==> config.mk <==
export PLATFORM = sky130hd
export DESIGN_NAME = pwm_timer
export DESIGN_NICKNAME = d
export VERILOG_FILES = /design/src/rtl/pwmt_pkg.sv /design/src/rtl/pwmt_prescale.sv /design/src/rtl/pwmt_cmp_reg.sv /design/src/rtl/pwmt_capture.sv /design/src/rtl/pwm_timer.sv
export SDC_FILE = /design/constraint.sdc
export NUM_CORES = 1
export LEC_CHECK = 0
export BUFFER_PORTS_ARGS = -buffer_cell sky130_fd_sc_hd__buf_2
export CAP_MARGIN = 40
export CORE_ASPECT_RATIO = 1.75
export CORE_MARGIN = 10
export CORE_UTILIZATION = 30
export DETAILED_ROUTE_END_ITERATION = 16
export PLACE_DENSITY_LB_ADDON = 0.12
export SYNTH_ARGS = -nofsm -noshare
export SYNTH_HDL_FRONTEND = slang
export SYNTH_SLANG_ARGS = --single-unit
==> constraint.sdc <==
create_clock -name clk -period 2.15 [get_ports clk]
set_input_delay 0.215 -clock clk [delete_from_list [all_inputs] [get_ports clk]]
set_output_delay 0.215 -clock clk [all_outputs]
set_load 0.02 [all_outputs]
==> src/rtl/pwmt_pkg.sv <==
package pwmt_pkg;

    typedef enum logic {
        CMP_LIVE,
        CMP_HELD
    } cmp_state_t;

    typedef enum logic [1:0] {
        MODE_FREE,
        MODE_ONEPULSE,
        MODE_PWM
    } tmr_mode_t;

    localparam int FLG_CAP_A = 0;
    localparam int FLG_CAP_B = 1;
    localparam int FLG_CMP_E = 2;
    localparam int FLG_CMP_P = 3;
    localparam int FLG_W     = 4;

    // PWM request outranks the one-pulse request
    function automatic tmr_mode_t pick_mode(input logic pwm, input logic opm);
        if (pwm)      return MODE_PWM;
        else if (opm) return MODE_ONEPULSE;
        else          return MODE_FREE;
    endfunction

endpackage

==> src/rtl/pwmt_prescale.sv <==
module pwmt_prescale #(
    parameter int DIV_W = 3,
    parameter int SYNC  = 2
) (
    input  logic       clk,
    input  logic       rst_n,
    input  logic [1:0] clk_sel,
    input  logic       ext_clk,
    output logic       tick
);
    logic [DIV_W-1:0] div_q;
    logic [DIV_W-1:0] mask;
    logic [SYNC:0]    ext_sh;
    logic             ext_rise;
    logic             int_tick;

    always_ff @(posedge clk or negedge rst_n) begin
        if (!rst_n) begin
            div_q  <= '0;
            ext_sh <= '0;
        end else begin
            div_q  <= div_q + 1'b1;
            ext_sh <= {ext_sh[SYNC-1:0], ext_clk};
        end
    end

    always_comb begin
        case (clk_sel)
            2'd0:    mask = DIV_W'(1);
            2'd1:    mask = DIV_W'(3);
            2'd2:    mask = DIV_W'(7);
            default: mask = '0;
        endcase
    end

    assign int_tick = ((div_q & mask) == mask);
    assign ext_rise = ext_sh[SYNC-1] & ~ext_sh[SYNC];
    assign tick     = (clk_sel == 2'd3) ? ext_rise : int_tick;

    // internal divided ticks are never back to back
    assert_tick_spacing_R4: assert property (@(posedge clk) disable iff (!rst_n)
        (tick && clk_sel != 2'd3) |=> (clk_sel == 2'd3 || !tick));

endmodule

==> src/rtl/pwmt_cmp_reg.sv <==
module pwmt_cmp_reg
    import pwmt_pkg::*;
#(
    parameter int W = 16
) (
    input  logic         clk,
    input  logic         rst_n,
    input  logic         wr_hi,
    input  logic         wr_lo,
    input  logic [7:0]   wr_data,
    output logic [W-1:0] value,
    output logic         live
);
    localparam int HI_W = W - 8;

    cmp_state_t st_q, st_d;

    // state register
    always_ff @(posedge clk or negedge rst_n) begin
        if (!rst_n) st_q <= CMP_LIVE;
        else        st_q <= st_d;
    end

    // transitions
    always_comb begin
        st_d = st_q;
        unique case (st_q)
            CMP_LIVE: if (wr_hi && !wr_lo) st_d = CMP_HELD;
            CMP_HELD: if (wr_lo)           st_d = CMP_LIVE;
            default:                       st_d = CMP_LIVE;
        endcase
    end

    // outputs
    always_comb begin
        live = (st_q == CMP_LIVE);
    end

    always_ff @(posedge clk or negedge rst_n) begin
        if (!rst_n) begin
            value <= '0;
        end else begin
            if (wr_hi) value[W-1:8] <= HI_W'(wr_data);
            if (wr_lo) value[7:0]   <= wr_data;
        end
    end

    // a lone high-byte write takes the channel out of service
    assert_hi_inhibits_R6: assert property (@(posedge clk) disable iff (!rst_n)
        (wr_hi && !wr_lo) |=> !live);
    // a low-byte write puts it back in service
    assert_lo_releases_R6: assert property (@(posedge clk) disable iff (!rst_n)
        wr_lo |=> live);

endmodule

==> src/rtl/pwmt_capture.sv <==
module pwmt_capture #(
    parameter int W    = 16,
    parameter int SYNC = 2
) (
    input  logic         clk,
    input  logic         rst_n,
    input  logic         pin,
    input  logic         rise_sel,
    input  logic         enable,
    input  logic [W-1:0] count,
    output logic         hit,
    output logic [W-1:0] value
);
    logic [SYNC:0] sh;
    logic          rise, fall;

    always_ff @(posedge clk or negedge rst_n) begin
        if (!rst_n) sh <= '0;
        else        sh <= {sh[SYNC-1:0], pin};
    end

    assign rise = sh[SYNC-1] & ~sh[SYNC];
    assign fall = ~sh[SYNC-1] & sh[SYNC];
    assign hit  = enable & (rise_sel ? rise : fall);

    always_ff @(posedge clk or negedge rst_n) begin
        if (!rst_n)   value <= '0;
        else if (hit) value <= count;
    end

    // a capture loads the count seen at that clock
    assert_capture_load_R10: assert property (@(posedge clk) disable iff (!rst_n)
        hit |=> (value == $past(count)));

endmodule

==> src/rtl/pwm_timer.sv <==
module pwm_timer
    import pwmt_pkg::*;
#(
    parameter int CNT_W = 16,
    parameter int DIV_W = 3,
    parameter int SYNC  = 2
) (
    input  logic             clk,
    input  logic             rst_n,
    input  logic             pwm_en,
    input  logic             opm_en,
    input  logic [1:0]       clk_sel,
    input  logic             ext_clk,
    input  logic             cmp_sel,
    input  logic             wr_hi,
    input  logic             wr_lo,
    input  logic [7:0]       wr_data,
    input  logic             edge_lvl,
    input  logic             period_lvl,
    input  logic             cap_a_pin,
    input  logic             cap_b_pin,
    input  logic             cap_rise,
    input  logic [FLG_W-1:0] clr_flags,
    input  logic             cap_ie,
    input  logic             cmp_ie,
    input  logic             irq_mask,
    output logic             pwm_out,
    output logic [CNT_W-1:0] count,
    output logic [CNT_W-1:0] cap_a_val,
    output logic [CNT_W-1:0] cap_b_val,
    output logic [FLG_W-1:0] flags,
    output logic             irq
);
    localparam logic [CNT_W-1:0] RELOAD = {CNT_W{1'b1}} - CNT_W'(3);

    tmr_mode_t        mode;
    logic             in_pwm;
    logic             tick;
    logic [CNT_W-1:0] cmp_e_v, cmp_p_v;
    logic             live_e, live_p;
    logic             hit_e, hit_p;
    logic             cap_a_hit, cap_b_hit;
    logic [CNT_W-1:0] cnt_q;
    logic             out_q;
    logic [FLG_W-1:0] flg_q, flg_set;

    assign mode   = pick_mode(pwm_en, opm_en);
    assign in_pwm = (mode == MODE_PWM);

    pwmt_prescale #(.DIV_W(DIV_W), .SYNC(SYNC)) u_pre (
        .clk(clk), .rst_n(rst_n), .clk_sel(clk_sel), .ext_clk(ext_clk), .tick(tick)
    );

    pwmt_cmp_reg #(.W(CNT_W)) u_cmp_e (
        .clk(clk), .rst_n(rst_n),
        .wr_hi(wr_hi & ~cmp_sel), .wr_lo(wr_lo & ~cmp_sel), .wr_data(wr_data),
        .value(cmp_e_v), .live(live_e)
    );

    pwmt_cmp_reg #(.W(CNT_W)) u_cmp_p (
        .clk(clk), .rst_n(rst_n),
        .wr_hi(wr_hi & cmp_sel), .wr_lo(wr_lo & cmp_sel), .wr_data(wr_data),
        .value(cmp_p_v), .live(live_p)
    );

    pwmt_capture #(.W(CNT_W), .SYNC(SYNC)) u_cap_a (
        .clk(clk), .rst_n(rst_n), .pin(cap_a_pin), .rise_sel(cap_rise),
        .enable(~in_pwm), .count(cnt_q), .hit(cap_a_hit), .value(cap_a_val)
    );

    pwmt_capture #(.W(CNT_W), .SYNC(SYNC)) u_cap_b (
        .clk(clk), .rst_n(rst_n), .pin(cap_b_pin), .rise_sel(cap_rise),
        .enable(1'b1), .count(cnt_q), .hit(cap_b_hit), .value(cap_b_val)
    );

    assign hit_e = tick & live_e & (cnt_q == cmp_e_v);
    assign hit_p = tick & live_p & (cnt_q == cmp_p_v);

    // counter
    always_ff @(posedge clk or negedge rst_n) begin
        if (!rst_n)                cnt_q <= RELOAD;
        else if (tick && in_pwm && hit_p) cnt_q <= RELOAD;
        else if (tick)             cnt_q <= cnt_q + 1'b1;
    end

    // waveform: period level outranks edge level
    always_ff @(posedge clk or negedge rst_n) begin
        if (!rst_n)                 out_q <= 1'b0;
        else if (in_pwm && hit_p)   out_q <= period_lvl;
        else if (in_pwm && hit_e)   out_q <= edge_lvl;
    end

    always_comb begin
        flg_set            = '0;
        flg_set[FLG_CAP_A] = (in_pwm & hit_p) | cap_a_hit;
        flg_set[FLG_CAP_B] = cap_b_hit;
        flg_set[FLG_CMP_E] = ~in_pwm & hit_e;
        flg_set[FLG_CMP_P] = ~in_pwm & hit_p;
    end

    always_ff @(posedge clk or negedge rst_n) begin
        if (!rst_n) flg_q <= '0;
        else        flg_q <= (flg_q & ~clr_flags) | flg_set;
    end

    assign pwm_out = out_q;
    assign count   = cnt_q;
    assign flags   = flg_q;
    assign irq     = ~irq_mask & ((cap_ie & (flg_q[FLG_CAP_A] | flg_q[FLG_CAP_B])) |
                                  (cmp_ie & (flg_q[FLG_CMP_E] | flg_q[FLG_CMP_P])));

    // period match in PWM mode reloads the counter
    assert_period_reload_R2: assert property (@(posedge clk) disable iff (!rst_n)
        (in_pwm && hit_p) |=> (cnt_q == RELOAD));
    // period match drives the period level
    assert_period_level_R3: assert property (@(posedge clk) disable iff (!rst_n)
        (in_pwm && hit_p) |=> (out_q == $past(period_lvl)));
    // equal levels hold the waveform
    assert_flat_level_R5: assert property (@(posedge clk) disable iff (!rst_n)
        (in_pwm && edge_lvl == period_lvl && out_q == edge_lvl) |=> $stable(out_q));
    // compare flags never rise in PWM mode
    assert_no_cmp_flag_R7: assert property (@(posedge clk) disable iff (!rst_n)
        (in_pwm && flg_q[FLG_CMP_E] == 1'b0 && flg_q[FLG_CMP_P] == 1'b0)
        |=> (flg_q[FLG_CMP_E] == 1'b0 && flg_q[FLG_CMP_P] == 1'b0));
    // period match raises capture flag A
    assert_period_flag_R8: assert property (@(posedge clk) disable iff (!rst_n)
        (in_pwm && hit_p) |=> flg_q[FLG_CAP_A]);
    // both mode requests still reload on period match
    assert_mode_priority_R11: assert property (@(posedge clk) disable iff (!rst_n)
        (pwm_en && opm_en && hit_p) |=> (cnt_q == RELOAD));

endmodule

Yosys cells after proc, flatten, opt, wreduce, memory -nomap -nowiden
Cells that the tools add are included.
{"block": "op_classes", "n_addsub": 2, "n_eq_ne": 7, "n_mux": 16, "n_bitwise": 38, "n_reduce_logical": 11}
{"operator": "16-bit == test", "n": 2}
{"operator": "16-bit two-way mux", "n": 2}
{"operator": "1-bit bitwise AND", "n": 20}
{"operator": "16-bit by 1-bit adder with 16-bit output (second input constant)", "n": 1}
{"operator": "1-bit two-way mux", "n": 10}
{"operator": "1-bit inverter", "n": 10}
{"operator": "3-bit case mux with 3 select lines", "n": 1}
{"operator": "2-bit == test (second input constant)", "n": 3}
{"operator": "1-bit logical AND", "n": 6}
{"operator": "4-bit bitwise AND", "n": 1}
{"operator": "4-bit inverter", "n": 1}
{"operator": "1-bit bitwise OR", "n": 4}
{"operator": "4-bit bitwise OR", "n": 1}
{"operator": "1-bit case mux with 2 select lines", "n": 2}
{"operator": "2-bit nonzero test", "n": 2}
{"operator": "3-bit by 1-bit adder with 3-bit output (second input constant)", "n": 1}
{"operator": "3-bit bitwise AND", "n": 1}
{"operator": "3-bit == test", "n": 1}
{"operator": "2-bit by 1-bit == test with 1-bit output (second input constant)", "n": 1}
{"operator": "1-bit zero test", "n": 2}
{"operator": "2-bit zero test", "n": 1}
{"operator": "2-bit two-way mux", "n": 1}
{"block": "word_totals", "reg_bits": 99, "word_cells": 89}

Longest topological paths before layout
{"block": "depth", "ltp_word": 10, "mapped_depth": 8, "ltp_nobuf": 7}

Cells and area by module
A second synthesis with hierarchy kept.
{"block": "unflattened", "hier_cells": 529, "area_unflattened_um2": 6087.1}
{"module": "pwmt_capture", "instances": 2, "cells_each": 139, "area_per_inst_um2": 1487.7, "seq_area_each_um2": 475.5}
{"module": "pwm_timer", "instances": 1, "cells_each": 160, "area_per_inst_um2": 1466.4, "seq_area_each_um2": 543.0}
{"module": "pwmt_cmp_reg", "instances": 2, "cells_each": 37, "area_per_inst_um2": 701.9, "seq_area_each_um2": 425.4}
{"module": "pwmt_prescale", "instances": 1, "cells_each": 17, "area_per_inst_um2": 241.5, "seq_area_each_um2": 150.1}

Least setup slack after synthesis
OpenSTA, ideal clock, no wires.
{"block": "synth_timing", "path_type": "reg-to-reg", "from": "reg cnt_q[5], in the netlist count[5]", "to": "reg cnt_q[1], in the netlist count[1]", "setup_time_ps": 120, "arrival_time_ps": 1664, "slack_ps": 366, "stages_incl_launch_ff": 7, "path_buffers": 1, "synth_period_minus_slack_ps": 1784, "path_cell_list": "dfstp_2 -> buf_6 -> xnor2_2 -> nand4_1 -> nor3_4 -> nand4_4 -> a31o_1"}
{"block": "synth_between", "elab_chain_cells": 4}
{"item": "start: declaration", "line": "pwm_timer.sv:43", "rtl": "logic [CNT_W-1:0] cnt_q;"}
{"item": "start signal: assignment", "line": "pwm_timer.sv:83", "rtl": "else if (tick) cnt_q <= cnt_q + 1'b1;"}
{"item": "16-bit == test (*)", "line": "pwm_timer.sv:77", "rtl": "assign hit_p = tick & live_p & (cnt_q == cmp_p_v);"}
{"item": "1-bit bitwise AND (*)", "line": "pwm_timer.sv:77"}
{"item": "1-bit logical AND (*)", "line": "pwm_timer.sv:82", "rtl": "else if (tick && in_pwm && hit_p) cnt_q <= RELOAD;"}
{"item": "16-bit two-way mux / 2-bit nonzero test (equally long branches)"}
Every way passes the cells marked *; elsewhere a longest branch is shown, timed or not.
A chain may end at the register's enable or synchronous reset.

Worst setup path after layout
{"block": "layout_timing", "from": "reg cnt_q[8], in the netlist count[8]", "to": "reg cnt_q[0], in the netlist count[0]"}
The elaborated chain is that of the path after synthesis.

==> flow_metrics.py <==
metrics = {
    "clock_tree": {
        "cts_buffer_depth": 2,
        "clkLatencyLatePin_ps": 350,
        "h-tree-depth": 3,
        "path_clk_slew_ps": 70,
        "cts_made_buffers": 9,
        "clock-sinks": 99,
        "cts_root_buf": "clkbuf_16",
        "cts_tree": "built",
        "post_cts_buffers": 0,
    },
    "timing": {
        "tns_ps": 0,
        "fin_crit_sh_pct": 86.7,
        "min_period_ps": 1860,
        "rsz0062_at_grt": "false",
        "finalClockSkew_ps": 11.0,
        "worst_slew_pin_slew_ps": 472,
        "hold_viol_final": 0,
        "fmax_mhz": 536,
        "whs_ps": 43.7,
        "finalSetupViolCount": 0,
        "relSlewSlack_pct": 68.5,
        "maxSlewViolCount": 0,
    },
    "global_route": {
        "grt_usage_pct": 11.5,
        "first_global_vias": 3108,
        "grt_pass1_wl_mm": 18.3,
        "grt-ovfl-total": 0,
        "grt_max_degree": 63,
        "antenna_found_initial": 0,
    },
    "pwr": {
        "power_frac_clock_pct": 33.1,
        "p_int_mw": 3.74,
        "leakagePower_nw": 2.60,
        "switchingPower_mw": 1.60,
        "power_mw": 5.34,
        "powerDensity_nw_per_um2": 969,
        "seq_power_share_pct": 44.5,
        "p_sw_share_pct": 30.0,
        "comb_power_share_pct": 22.4,
        "peakVddDrop_mv": 0.373,
    },
    "synthesis": {
        "synth_edf_count": 0,
        "synth_xor_area_share_pct": 9.51,
        "synth_top_family_by_area": "multiplexers",
        "ys.flop_type": "dfrtp_1",
        "synth.mux.area_fraction_pct": 15.6,
        "postSynthCellCount": 344,
        "synth_fp_nets": 378,
        "syn-cell-area_um2": 4480,
        "ys_ff_latch": 99,
        "synth_compound_area_share_pct": 3.12,
        "syn_area_per_cell_um2": 13.0,
        "synth_top_area_share_pct": 47.4,
        "synth-seq-area-share_pct": 55.6,
        "synth_top_area_cell": "dfrtp_1",
        "synth-simple-area-share_pct": 11.0,
        "ys_types": 45,
        "yosysWarnings": 0,
        "synth.area.top_cells": "dfrtp_1, mux2_2, dfstp_2",
        "async_flop_share_pct": 100,
        "synth_fa_ha_area_share_pct": 1.12,
    },
    "detailed_routing": {
        "viasPerCell": 4.66,
        "totalWireLength_mm": 11.4,
        "drtAntennaViolNets": 0,
        "post-route-drc-count": 0,
        "drt_iter0_drc": 71,
        "wire_per_inst_um": 18.0,
        "drt_pass1_iterations": 4,
        "num_vias": 2928,
    },
    "place": {
        "gp_congestion": 0.766,
        "place_hpwl_mm": 8.65,
        "portBuffers": 82,
        "dp_cells": 609,
    },
    "die": {
        "initial_core_util_pct": 30.4,
        "dieWidth_um": 112,
        "die_h_um": 182,
        "coreArea_um2": 14800,
        "row_count": 59,
        "io_pins": 84,
        "die_area_um2": 20400,
    },
    "finish": {
        "layout.nets": 475,
        "antennaDiodeCount": 0,
        "drive_above_1_share_pct": 44.2,
        "synthToLayoutAreaGrowth_pct": 22.9,
        "fill_cells": 1513,
        "multi_input_area_um2": 1810,
        "fin_cells": 629,
        "seq_area_um2": 2490,
    },
    "setup_path": {
        "cp.required_ps": 2390,
        "cp-start-kind": "flip-flop",
        "arrival_ps": 2100,
        "endpoint_kind": "flip-flop",
        "crit_type": "reg -> reg",
        "crit_fanout": 9,
    },
    "status": {
        "status": "complete, no violations",
    },
    "worst_hold_path": {
        "min_path_type": "in -> reg",
    },
    "job": {
        "max_cap_viol_count": 0,
    },
}
cells in the final DEF (no fill, tap or decap), types with 9 or more instances in the layout:
master,instances
nand4_1,11
buf_4,19
dfstp_2,14
mux2_2,53
inv_1,10
xnor2_1,33
buf_2,81
clkbuf_16,9
nand2_1,26
xor2_1,12
mux2_1,9
dfrtp_1,85
power groups by stage:
stage	clock network [mW]	registers (mW)	logic, mW
2_1_floorplan	0	2.51	0.629
3_3_place_gp	0	2.42	1.21
3_5_place_dp	0	2.42	1.22
4_1_cts	1.83	2.39	1.23
5_1_grt	1.90	2.43	1.31
6_report	1.77	2.38	1.19
state kept, by name (all words and copies together) (netlist names):
name           flops
count             16
flags              4
pwm_out            1
u_cap_a.sh         3
u_cap_a.value     16
u_cap_b.sh         3
u_cap_b.value     16
u_cmp_e.st_q       1
u_cmp_e.value     16
u_cmp_p.st_q       1
u_cmp_p.value     16
u_pre.div_q        3
u_pre.ext_sh       3
stage by stage:
| stage | setup slack [ps] | instance area, µm² | utilization (%) |
|---|---|---|---|
| after global placement | 266 | 5140 | 34.8 |
| final | 286 | 5510 | 37.3 |
| after floorplan | 366 | 4480 | - |
| after detailed placement | 260 | 5140 | 34.8 |
| after CTS | 246 | 5510 | 37.3 |
| after global routing | 133 | 5510 | 37.3 |
path summary, 6_finish.rpt:
check	start	to	slack [ps]	cells after the start
worst min register to register	u_cap_b.sh[0]$_DFF_PN0_	u_cap_b.sh[1]$_DFF_PN0_	360	0
min in group asynchronous	rst_n	u_cap_b.sh[1]$_DFF_PN0_	280	2
worst max-delay path	count[8]$_DFFE_PN1P_	count[0]$_DFFE_PN0P_	290	5
worst min-delay path	clr_flags[2]	flags[2]$_DFF_PN0_	40	2
worst max register to register	count[8]$_DFFE_PN1P_	count[0]$_DFFE_PN0P_	290	5
max in group asynchronous	rst_n	count[14]$_DFFE_PN1P_	1210	3
kinds of logic after synthesis:
kind of cell,Yosys count
XOR/XNOR,47
flip-flops,99
buffers and inverters,29
adder cells (fa/ha/maj),4
AND/OR/NAND/NOR,82
multiplexers,62
AO/OA/AOI/OAI,21
cell usage after synthesis (all sizes together), types with 2 or more instances:
library cell,instances
nor2,8
ha,4
clkbuf,4
dfstp,14
inv,10
a21oi,6
xnor2,35
and2,2
nand2b,2
mux2,62
nand3b,4
buf,15
o21ai,7
nor3,6
nand2,26
and3,3
nor2b,3
nor4,6
xor2,12
nand3,4
dfrtp,85
nand4,14
worst max-delay path: stages (launching register included):
cell and delay [ps]:
dfstp_2 690, xnor2_2 140, nand4_1 150, nor3_4 380
a31oi_1 130, mux2_2 270
layer usage:
metal  vias up  GRT usage [%]  share of wire, %
li1       1380              -                 -
met1      1483           12.3                39
met2        56           21.3                56
met3         9           3.07               3.6
met4         0           3.52               1.0
met5         -              0                 0
area by class of cell:
type | count | area share [%]
Sequential cell | 99 | 45.3
Clock buffer | 10 | 4.34
Clock inverter | 6 | 1.59
Multi-Input combinational cell | 216 | 32.9
Inverter | 10 | 0.681
Tap cell | 183 | 4.16
Timing Repair Buffer | 105 | 11.0
what timing repair did:
item                      in CTS  in global routing
hold buffers                   4                  0
resized for setup              0                  0
hold endpoints to repair      19                  0
No activity file was read; power rests on OpenSTA's default activity.
